### config.mk
export PLATFORM = sky130hd
export DESIGN_NAME = i2c_status_reader
export DESIGN_NICKNAME = d
export VERILOG_FILES = /design/src/rtl/i2c_status_pkg.sv /design/src/rtl/i2c_line_monitor.sv /design/src/rtl/i2c_shadow_bank.sv /design/src/rtl/i2c_read_fsm.sv /design/src/rtl/i2c_status_reader.sv
export SDC_FILE = /design/constraint.sdc
export NUM_CORES = 1
export LEC_CHECK = 0
export BUFFER_PORTS_ARGS = -buffer_cell sky130_fd_sc_hd__buf_2
export CAP_MARGIN = 5
export CORE_UTILIZATION = 55
export CTS_CLUSTER_SIZE = 14
export DETAILED_ROUTE_END_ITERATION = 8
export PLACE_DENSITY = 0.91
export SKIP_CTS_REPAIR_TIMING = 1
export SYNTH_ARGS = -nofsm -noshare
export SYNTH_HDL_FRONTEND = slang
export SYNTH_SLANG_ARGS = --single-unit
### constraint.sdc
create_clock -name clk -period 2.6 [get_ports clk]
set_input_delay 0.26 -clock clk [delete_from_list [all_inputs] [get_ports clk]]
set_output_delay 0.26 -clock clk [all_outputs]
set_load 0.1 [all_outputs]
### src/rtl/i2c_status_pkg.sv
package i2c_status_pkg;
  localparam int NUM_REGS = 8;
  localparam int REG_W    = 8;
  localparam logic [5:0] ADDR_HIGH = 6'b001000;

  typedef enum logic [2:0] {
    ST_IDLE,
    ST_ADDR,
    ST_ACK_PEND,
    ST_ACK_DRV,
    ST_TX,
    ST_MACK,
    ST_LOAD
  } rd_state_t;
endpackage

### src/rtl/i2c_line_monitor.sv
module i2c_line_monitor #(
  parameter int SYNC_STAGES = 2
) (
  input  logic clk,
  input  logic rst,
  input  logic scl_i,
  input  logic sda_i,
  output logic scl_lvl,
  output logic sda_lvl,
  output logic scl_rise,
  output logic scl_fall,
  output logic start_det,
  output logic stop_det
);
  localparam int PW = SYNC_STAGES + 1;

  logic [PW-1:0] scl_p;
  logic [PW-1:0] sda_p;
  logic scl_prev, sda_prev;

  always_ff @(posedge clk) begin
    if (rst) begin
      scl_p <= '1;
      sda_p <= '1;
    end else begin
      scl_p <= {scl_p[PW-2:0], scl_i};
      sda_p <= {sda_p[PW-2:0], sda_i};
    end
  end

  assign scl_lvl  = scl_p[SYNC_STAGES-1];
  assign sda_lvl  = sda_p[SYNC_STAGES-1];
  assign scl_prev = scl_p[SYNC_STAGES];
  assign sda_prev = sda_p[SYNC_STAGES];

  assign scl_rise  = scl_lvl & ~scl_prev;
  assign scl_fall  = ~scl_lvl & scl_prev;
  assign start_det = scl_lvl & scl_prev & sda_prev & ~sda_lvl;
  assign stop_det  = scl_lvl & scl_prev & ~sda_prev & sda_lvl;
endmodule

### src/rtl/i2c_shadow_bank.sv
module i2c_shadow_bank #(
  parameter int NUM_REGS = 8,
  parameter int REG_W    = 8,
  localparam int IW      = $clog2(NUM_REGS)
) (
  input  logic                      clk,
  input  logic                      rst,
  input  logic                      load,
  input  logic [NUM_REGS*REG_W-1:0] regs_in,
  input  logic [IW-1:0]             sel,
  output logic [REG_W-1:0]          sel_byte
);
  logic [NUM_REGS-1:0][REG_W-1:0] shadow_q;

  for (genvar g = 0; g < NUM_REGS; g++) begin : g_reg
    always_ff @(posedge clk) begin
      if (rst)
        shadow_q[g] <= '0;
      else if (load)
        shadow_q[g] <= regs_in[g*REG_W +: REG_W];
    end
  end

  assign sel_byte = shadow_q[sel];


  shadow_hold_chk: assert property (@(posedge clk) disable iff (rst)
    !load |=> $stable(shadow_q));
endmodule

### src/rtl/i2c_read_fsm.sv
module i2c_read_fsm
  import i2c_status_pkg::*;
#(
  parameter int NUM_REGS = 8,
  parameter int REG_W    = 8,
  localparam int IW      = $clog2(NUM_REGS),
  localparam int CW      = $clog2(REG_W)
) (
  input  logic             clk,
  input  logic             rst,
  input  logic             bus_en,
  input  logic             addr_pin,
  input  logic             scl_lvl,
  input  logic             sda_lvl,
  input  logic             scl_rise,
  input  logic             scl_fall,
  input  logic             start_det,
  input  logic             stop_det,
  input  logic [REG_W-1:0] cur_byte,
  output logic [IW-1:0]    byte_idx,
  output logic             shadow_load,
  output logic             sda_oe
);
  localparam logic [CW-1:0] LAST_BIT = CW'(REG_W - 1);
  localparam logic [CW-1:0] NEXT_TOP = CW'(REG_W - 2);
  localparam logic [IW-1:0] LAST_IDX = IW'(NUM_REGS - 1);

  rd_state_t       state;
  logic [CW-1:0]   bit_cnt;
  logic [REG_W-2:0] shift_q;
  logic [REG_W-1:0] addr_byte;
  logic            addr_hit;
  logic [CW-1:0]   bit_sel;

  assign addr_byte = {shift_q, sda_lvl};
  assign addr_hit  = (addr_byte[7:1] == {ADDR_HIGH, addr_pin}) && addr_byte[0];
  assign bit_sel   = NEXT_TOP - bit_cnt;

  assign shadow_load = bus_en && !start_det && !stop_det && (state == ST_ADDR)
                       && scl_rise && (bit_cnt == LAST_BIT) && addr_hit;

  always_ff @(posedge clk) begin
    if (rst || !bus_en) begin
      state    <= ST_IDLE;
      bit_cnt  <= '0;
      byte_idx <= '0;
      shift_q  <= '0;
      sda_oe   <= 1'b0;
    end else if (start_det) begin
      state    <= ST_ADDR;
      bit_cnt  <= '0;
      byte_idx <= '0;
      sda_oe   <= 1'b0;
    end else if (stop_det) begin
      state  <= ST_IDLE;
      sda_oe <= 1'b0;
    end else begin
      case (state)
        ST_ADDR: if (scl_rise) begin
          shift_q <= addr_byte[REG_W-2:0];
          bit_cnt <= bit_cnt + 1'b1;
          if (bit_cnt == LAST_BIT)
            state <= addr_hit ? ST_ACK_PEND : ST_IDLE;
        end
        ST_ACK_PEND: if (scl_fall) begin
          sda_oe <= 1'b1;
          state  <= ST_ACK_DRV;
        end
        ST_ACK_DRV, ST_LOAD: if (scl_fall) begin
          sda_oe  <= ~cur_byte[REG_W-1];
          bit_cnt <= '0;
          state   <= ST_TX;
        end
        ST_TX: if (scl_fall) begin
          if (bit_cnt == LAST_BIT) begin
            sda_oe <= 1'b0;
            state  <= ST_MACK;
          end else begin
            sda_oe  <= ~cur_byte[bit_sel];
            bit_cnt <= bit_cnt + 1'b1;
          end
        end
        ST_MACK: if (scl_rise) begin
          if (!sda_lvl && byte_idx != LAST_IDX) begin
            byte_idx <= byte_idx + 1'b1;
            state    <= ST_LOAD;
          end else begin
            state <= ST_IDLE;
          end
        end
        default: sda_oe <= 1'b0;
      endcase
    end
  end


  sda_oe_stable_chk: assert property (@(posedge clk) disable iff (rst)
    (bus_en && $past(bus_en) && scl_lvl && $past(scl_lvl)) |-> $stable(sda_oe));


  disabled_release_chk: assert property (@(posedge clk) disable iff (rst)
    !bus_en |=> !sda_oe);


  start_restart_chk: assert property (@(posedge clk) disable iff (rst)
    (bus_en && start_det) |=> (state == ST_ADDR && byte_idx == '0));


  mack_slot_free_chk: assert property (@(posedge clk) disable iff (rst)
    (state == ST_MACK) |-> !sda_oe);


  idle_released_chk: assert property (@(posedge clk) disable iff (rst)
    (state == ST_IDLE) |-> !sda_oe);
endmodule

### src/rtl/i2c_status_reader.sv
module i2c_status_reader
  import i2c_status_pkg::*;
#(
  parameter int SYNC_STAGES = 2
) (
  input  logic                      clk,
  input  logic                      rst,
  input  logic                      bus_en,
  input  logic                      addr_pin,
  input  logic                      scl_i,
  input  logic                      sda_i,
  input  logic [NUM_REGS*REG_W-1:0] status_regs,
  output logic                      sda_pull
);
  localparam int IW = $clog2(NUM_REGS);

  logic scl_lvl, sda_lvl, scl_rise, scl_fall, start_det, stop_det;
  logic shadow_load;
  logic [IW-1:0] byte_idx;
  logic [REG_W-1:0] cur_byte;

  i2c_line_monitor #(.SYNC_STAGES(SYNC_STAGES)) u_mon (
    .clk(clk), .rst(rst), .scl_i(scl_i), .sda_i(sda_i),
    .scl_lvl(scl_lvl), .sda_lvl(sda_lvl),
    .scl_rise(scl_rise), .scl_fall(scl_fall),
    .start_det(start_det), .stop_det(stop_det)
  );

  i2c_shadow_bank #(.NUM_REGS(NUM_REGS), .REG_W(REG_W)) u_bank (
    .clk(clk), .rst(rst), .load(shadow_load), .regs_in(status_regs),
    .sel(byte_idx), .sel_byte(cur_byte)
  );

  i2c_read_fsm #(.NUM_REGS(NUM_REGS), .REG_W(REG_W)) u_fsm (
    .clk(clk), .rst(rst), .bus_en(bus_en), .addr_pin(addr_pin),
    .scl_lvl(scl_lvl), .sda_lvl(sda_lvl),
    .scl_rise(scl_rise), .scl_fall(scl_fall),
    .start_det(start_det), .stop_det(stop_det),
    .cur_byte(cur_byte), .byte_idx(byte_idx),
    .shadow_load(shadow_load), .sda_oe(sda_pull)
  );
endmodule

; Word-level counts from Yosys, hierarchy flattened
; Cells that the tools add are included.
[classes]
n_addsub = 3
magnitude_cmp = 2
n_bitwise = 16
n_reduce_logical = 26
n_mux = 26
n_eq_ne = 24
[ops]
columns = op, n
row1 = 3-bit 2-to-1 mux, 12
row2 = 8-bit binary-select mux with 3-bit select, 1
row3 = 4-bit by 2-bit != test with 1-bit output (second input constant), 4
row4 = 8-bit AND reduction, 2
row5 = 3-bit one-hot mux with 5 select lines, 1
row6 = 3-bit equality test (second input constant), 4
row7 = 4-bit by 1-bit != test with 1-bit output (second input constant), 3
row8 = 4-bit AND reduction, 3
row9 = 2-bit != test (second input constant), 5
row10 = 1-bit inverter, 9
row11 = 3-bit one-hot mux with 3 select lines, 1
row12 = 1-bit logical AND, 8
row13 = 3-bit by 4-bit < comparator with 1-bit output (second input constant), 2
row14 = 8-bit 2-to-1 mux, 1
row15 = 1-bit bitwise AND, 7
row16 = 7-bit by 5-bit equality test with 1-bit output, 1
row17 = 1-bit 2-to-1 mux, 7
row18 = 7-bit nonzero test, 1
row19 = 3-bit by 1-bit adder with 3-bit output (second input constant), 2
row20 = 3-bit by 2-bit equality test with 1-bit output (second input constant), 2
row21 = 2-bit by 1-bit != test with 1-bit output (second input constant), 3
row22 = 6-bit AND reduction, 1
row23 = 2-bit OR reduction, 3
row24 = 5-bit nonzero test, 1
row25 = 10 further kinds, 13
[word_totals]
in_bits = 70
wordCells = 113
ff_bits = 87

; Longest topological paths before layout
; Gate-level depths: netlist of run 1.
[depth]
word_depth = 10
ltp_mapped = 9
ltp_nobuf = 7

; Cells and area by module
; A second synthesis of run 1 with hierarchy kept.
[unflattened]
cells_unflattened = 369
hier_area_um2 = 4056.4
[by_module_without_submodules]
columns = module, cells_each, area_per_inst_um2, n_inst
row1 = i2c_shadow_bank, 235, 2777.7, 1
row2 = i2c_read_fsm, 118, 1088.5, 1
row3 = i2c_line_monitor, 16, 190.2, 1

; Least setup slack after synthesis of run 1
; No wires, ideal clock.
[synth_timing]
kind = flip-flop to flip-flop
from = reg u_fsm.byte_idx[0]
to = reg u_fsm.sda_oe
synth_period_minus_slack_ps = 1920
setup_slack_ps = 680
path_stages_with_launch = 7
arrival_ps = 1860
required_ps = 2540
path_cell_list = dfxtp_1 > buf_6 > mux4_2 > mux2_2 > a22o_1 > a2111oi_2 > a41o_1
[synth_via]
elab_chain_len = 8
elab_cells_between_ends = 10
cone_classes = mux (8) / bitwise (2)
[synth_lines]
columns = item, line_no
row1 = from (decl), i2c_read_fsm.sv:20  ; output logic [IW-1:0] byte_idx,
row2 = from (signal assigned), i2c_read_fsm.sv:85  ; byte_idx <= byte_idx + 1'b1;
row3 = 8-bit binary-select mux with 3-bit select *, i2c_shadow_bank.sv:24  ; assign sel_byte = shadow_q[sel];
row4 = 8-bit 2-to-1 mux (not written as such) *, i2c_shadow_bank.sv:24
row5 = 1-bit binary-select mux with 3-bit select, i2c_read_fsm.sv:79  ; sda_oe <= ~cur_byte[bit_sel];
row6 = 1-bit 2-to-1 mux (not written as such), i2c_read_fsm.sv:79
row7 = 1-bit inverter, i2c_read_fsm.sv:79
row8 = 1-bit 2-to-1 mux, i2c_read_fsm.sv:75  ; if (bit_cnt == LAST_BIT) begin
row9 = 1-bit 2-to-1 mux, i2c_read_fsm.sv:74  ; ST_TX: if (scl_fall) begin
row10 = 1-bit one-hot mux with 4 select lines *, i2c_read_fsm.sv:58  ; case (state)
row11 = to (signal assigned), i2c_read_fsm.sv:70  ; sda_oe <= ~cur_byte[REG_W-1];
row12 = to (signal assigned), i2c_read_fsm.sv:79
row13 = to (decl), i2c_read_fsm.sv:22  ; output logic sda_oe
; Every way passes the cells marked *; elsewhere a longest branch is shown, timed or not. The select of a mux whose other input is x is not followed.
; A chain may end at the register's enable or synchronous reset.

; Final worst setup path of run 1
[layout_timing]
from = reg u_fsm.byte_idx[1]
to = reg u_fsm.sda_oe
; Same word-level chain as after synthesis.

==> results of run 1 <==
==> worst max-delay path, delay by kind of cell (launching register included) <==
kind           cells  cell delay (ns)
AO/OA/AOI/OAI      3             0.73
flip-flops         1             0.66
multiplexers       2             0.87
==> cell type report <==
class | count | area share
tap | 96 | 0.0263
inverter | 4 | 0.00329
multi-input combinational | 322 | 0.441
timing repair buffer | 80 | 0.0960
clock buffer | 10 | 0.0280
sequential | 87 | 0.382
clock inverter | 6 | 0.0239
==> worst min-delay path by stage <==
stage,start,to,depth (start not counted)
floorplan,scl_i,u_mon.scl_p[0],1
CTS,sda_i,u_mon.sda_p[0],2
finish,sda_i,u_mon.sda_p[0],2
detailed placement,u_mon.sda_p[0],u_mon.sda_p[1],1
global route,sda_i,u_mon.sda_p[0],2
global placement,u_mon.sda_p[0],u_mon.sda_p[1],1
==> logic make-up after synthesis <==
logic type	Yosys count	synth area share
and+or+nand+nor	186	0.206
muxes	37	0.146
xor gates and xnor gates	4	0.00892
adders and majority gates	5	0.0159
AOI/OAI and AO/OA	90	0.134
buffers and inverters	39	0.0452
DFF	87	0.443
==> stage by stage <==
| step | utilization | hold slack [ns] | total power [mW] | setup WS, ns | area, µm² |
|---|---|---|---|---|---|
| finish | 0.668 | 0.0809 | 2.55 | 0.281 | 4560 |
| global route | 0.668 | 0.0675 | 2.61 | 0.193 | 4560 |
| CTS | 0.668 | 0.0715 | 2.56 | 0.207 | 4560 |
| detailed placement | 0.633 | 0.389 | 1.46 | 0.202 | 4330 |
| global placement | 0.633 | 0.394 | 1.46 | 0.340 | 4330 |
| floorplan | - | 0.357 | 1.40 | 0.680 | 3930 |
==> power by group <==
group | leakage [nW] | switching, mW | total (mW) | internal, mW
sequential | 0.702 | 0.00393 | 1.34 | 1.33
combinational | 0.828 | 0.0449 | 0.0921 | 0.0472
clock | 0.120 | 0.481 | 1.12 | 0.637
total | 1.65 | 0.529 | 2.55 | 2.02
==> registers in the layout, summed over array words and instances, names as in the netlist <==
signal           cells
u_mon.scl_p          3
u_fsm.byte_idx       3
u_fsm.bit_cnt        3
u_fsm.sda_oe         1
u_fsm.state          3
u_mon.sda_p          3
u_bank.shadow_q     64
u_fsm.shift_q        7
==> routing by layer <==
layer  track usage  up-vias  wire length [µm]
met3        0.0571       16               424
met2         0.432       98              4500
met4        0.0894        0               154
met1         0.322     1606              3880
met5             0        -                 0
li1              -     1657                 -
==> cell usage in the layout, fill, tap and decap left out, drive strengths merged, types with 5 or more instances in the layout <==
cell	netlist	final
or2	6	6
o21ai	5	5
mux4	16	16
a21oi	66	66
nand2	133	133
clkbuf	21	10
nor2	18	18
buf	14	80
mux2i	18	18
dfxtp	87	87
ha	5	5
==> flow_summary.toml, run 1 <==
[sta]
worst_pin_slew_ns = 0.681
setup_viol = 0
fmax_ghz = 0.431
skew_ns = 0.00451
drv_slew = 0
setup_tns_ns = 0
hold_violations = 0
period_minus_slack_ns = 2.32
rsz0062_at_grt = "false"
relSlewSlack = 0.546
period_share = 0.892

[final_layout]
fin_nets = 579
drive_above_1_share = 0.232
area_growth_pct = 16.1
multi_input_area_um2 = 2010
seq_area_um2 = 1740
num_antenna_cells = 0
fillCellCount = 544
fin_cells = 605

[logic_synthesis]
yosysWarnings = 0
syn_area_um2 = 3930
syn-num-nets = 523
synth_edf_count = 0
synth_top_area_frac = 0.443
yosysTopAreaCell = "dfxtp_1"
synth-seq-area-share = 0.443
synthCells = 448
avgSynthCellArea_um2 = 8.77
synth.most_common_cell = "nand2_1"
synthTopCellsByCount = "nand2_1, dfxtp_1, a21oi_1"
yosysUniqueCellTypes = 51
ys_seq_elements = 87
async_flop_share = 0
synth_area_leaders = "dfxtp_1, nand2_1, mux4_2"
ys.flop_type = "dfxtp_1"

[clocking]
cts-buffers-inserted = 9
htreeDepth = 3
clk_pin_slew_ns = 0.08
cts_buffer_depth = 2
clock-sinks = 87
clk_latency_ns = 0.35
tritoncts = "built"
root_buffer = "clkbuf_8"

[drt]
wl_per_cell_um = 14.8
first_iter_violations = 221
avgViaCountPerCell = 5.58
dr.pass1.iters = 7
drtAntennaViolNets = 0
vias = 3377
routed_wl_um = 8950
drc_errors = 0

[floorplanning]
coreArea_um2 = 6830
dieArea_um2 = 7480
start_util = 0.575
die_x_um = 86.5
die_h_um = 86.5
num_rows = 30
num_io_pins = 71

[worst_setup_path]
slowest_stage = "dfxtp_1"
worstPathRequired_ns = 2.90
worst_setup_path_start_kind = "flip-flop"
path_cells = "mux4_2, mux2_2, a22o_1, a2111oi_2, a41o_1"
cp-end-kind = "flip-flop"
critPathArrivalTime_ns = 2.62
worstSetupStartpoint = "u_fsm.byte_idx[1]"
crit_fanout = 10
r2r_cells = 5
worst-setup-path-type = "reg2reg"
r2r-start = "u_fsm.byte_idx[1]"
critPathCapture = "u_fsm.sda_oe"
r2r_slack_ns = 0.28
reg2reg_to = "u_fsm.sda_oe"
slowest_delay_ns = 0.66

[pwr]
p_leak_nw = 1.65
p_per_area_nw_per_um2 = 559
ir_drop_uv = 353

[global_routing]
grt_use_total = 0.255
grt_pass1_vias = 3283
antenna_found_initial = 0
grt_overflow = 0
grt_max_degree = 71
grt_pass1_wl_um = 15000

[flow_run]
drv_cap = 0

[placed_design]
gp_congestion = 0.872
port_buffers = 70
placed_cells = 589
hpwl_um = 5960

[status]
status = "completed"

[worst_hold_path]
hold_class = "in2reg"
(Power assumes the default switching activity.)
==> run 2: changes to the inputs <==
--- a/config.mk
+++ b/config.mk
@@ -7,10 +7,12 @@
 export LEC_CHECK = 0
 export BUFFER_PORTS_ARGS = -buffer_cell sky130_fd_sc_hd__buf_2
 export CAP_MARGIN = 5
-export CORE_UTILIZATION = 55
+export CELL_PAD_IN_SITES_DETAIL_PLACEMENT = 0
+export CELL_PAD_IN_SITES_GLOBAL_PLACEMENT = 1
+export CORE_UTILIZATION = 41
 export CTS_CLUSTER_SIZE = 14
 export DETAILED_ROUTE_END_ITERATION = 8
-export PLACE_DENSITY = 0.91
+export PLACE_DENSITY = 0.9
 export SKIP_CTS_REPAIR_TIMING = 1
 export SYNTH_ARGS = -nofsm -noshare
 export SYNTH_HDL_FRONTEND = slang
==> flow_summary.toml, run 2 (synthesis gave the netlist of run 1 again) <==
[pwr]
p_int_mw = 1.91
p_per_area_nw_per_um2 = 532
p_sw_frac = 0.210
p_comb_frac = 0.037
pwr-share-seq = 0.554
ir_drop_uv = 259
p_leak_nw = 1.62
p_clk_frac = 0.409
finalPower_mw = 2.42
p_switching_uw = 506

[sta]
drv_slew = 0
rsz0062_at_grt = "false"
hold_violations = 0
period_share = 0.881
setup_tns_ns = 0
setup_viol = 0
fmax_ghz = 0.437
period_minus_slack_ns = 2.29
hold_ws_ns = 0.0785
relSlewSlack = 0.538
finalWorstSetupSlack_ns = 0.310
skew_ns = 0.0103
worst_pin_slew_ns = 0.693

[drt]
vias = 3329
dr.pass1.iters = 6
avgViaCountPerCell = 5.24
top_layer_used = "met4"
wl_met3_um = 456
drc_errors = 0
wl_per_cell_um = 14.3
drtAntennaViolNets = 0
wl_met2_um = 4350
wl_met1_um = 4070
routed_wl_um = 9110
first_iter_violations = 167

[clocking]
htreeDepth = 3
cts-buffers-inserted = 9
clk_latency_ns = 0.35
tritoncts = "built"
root_buffer = "clkbuf_8"
clock-sinks = 87
clk_pin_slew_ns = 0.09
cts_buffer_depth = 2

[final_layout]
fin_nets = 578
multi_input_area_um2 = 2010
fillCellCount = 896
num_antenna_cells = 0
largest_reg_flops = 64
postLayoutCoreUtil = 0.492
top_register = "u_bank.shadow_q"
layout_commonest_cell = "nand2_1"
area_growth_pct = 15.7
seq_area_um2 = 1740
finish.instance_area_um2 = 4550
top_regs = "u_bank.shadow_q x64, u_fsm.shift_q x7"
fin_cells = 635
drive_above_1_share = 0.227
final_cell_mix = "nand2_1, dfxtp_1, buf_2"

[flow_run]
drv_cap = 0

[placed_design]
place_area_um2 = 4350
hpwl_um = 6530
placed_cells = 621
port_buffers = 70
gp_congestion = 0.809
dp_slack_ns = 0.372

[global_routing]
grt_use_total = 0.196
grt_pass1_wl_um = 15300
antenna_found_initial = 0
grt_pass1_vias = 3298
grt_max_degree = 71
grt_overflow = 0

[floorplanning]
num_rows = 35
start_util = 0.425
dieArea_um2 = 9980
coreArea_um2 = 9240
die_h_um = 99.9
num_io_pins = 71
die_x_um = 99.9

[worst_setup_path]
crit_fanout = 33
worst-setup-path-type = "reg2reg"
critPathArrivalTime_ns = 2.56
slowest_delay_ns = 0.51
worst_setup_path_start_kind = "flip-flop"
path_cells = "and4bb_1, and2_1, and4_2, buf_4, nand2_1, a21oi_1"
worstPathRequired_ns = 2.87
slowest_stage = "dfxtp_1"
cp-end-kind = "flip-flop"

[status]
status = "completed"

[worst_hold_path]
hold_class = "in2reg"
run 2: power groups by stage:
stage | combinational, mW | sequential [mW] | clock, mW
2_1_floorplan | 0.0329 | 1.37 | 0
3_3_place_gp | 0.0909 | 1.37 | 0
3_5_place_dp | 0.0909 | 1.37 | 0
4_1_cts | 0.0914 | 1.34 | 1.00
5_1_grt | 0.0998 | 1.34 | 1.06
6_report | 0.0900 | 1.34 | 0.988
run 2: worst paths after layout:
kind / start / end / slack (ns) / cells past startpoint
worst max register to register: u_mon.scl_p[1] / u_bank.shadow_q[63] / 0.31 / 6
worst min-delay path: scl_i / u_mon.scl_p[0] / 0.08 / 2
worst min register to register: u_mon.sda_p[0] / u_mon.sda_p[1] / 0.41 / 1
worst max-delay path: u_mon.scl_p[1] / u_bank.shadow_q[63] / 0.31 / 6
run 2: worst max-delay path: cells and delay by family (launching register included):
kind / cells / cell delay (ns)
AOI/OAI and AO/OA: 1 / 0.14
and+or+nand+nor: 4 / 1.24
buffers and inverters: 1 / 0.31
DFF: 1 / 0.51
run 2: cell type report:
| type | count | area share |
|---|---|---|
| Inverter | 4 | 0.00330 |
| Tap cell | 129 | 0.0355 |
| Clock inverter | 4 | 0.0160 |
| Sequential cell | 87 | 0.383 |
| Multi-Input combinational cell | 322 | 0.442 |
| Clock buffer | 10 | 0.0281 |
| Timing Repair Buffer | 79 | 0.0919 |
run 2: layer usage:
metal	global-route usage	vias up
met1	0.245	1566
li1	-	1651
met5	0	-
met2	0.326	93
met4	0.0962	0
met3	0.0355	19
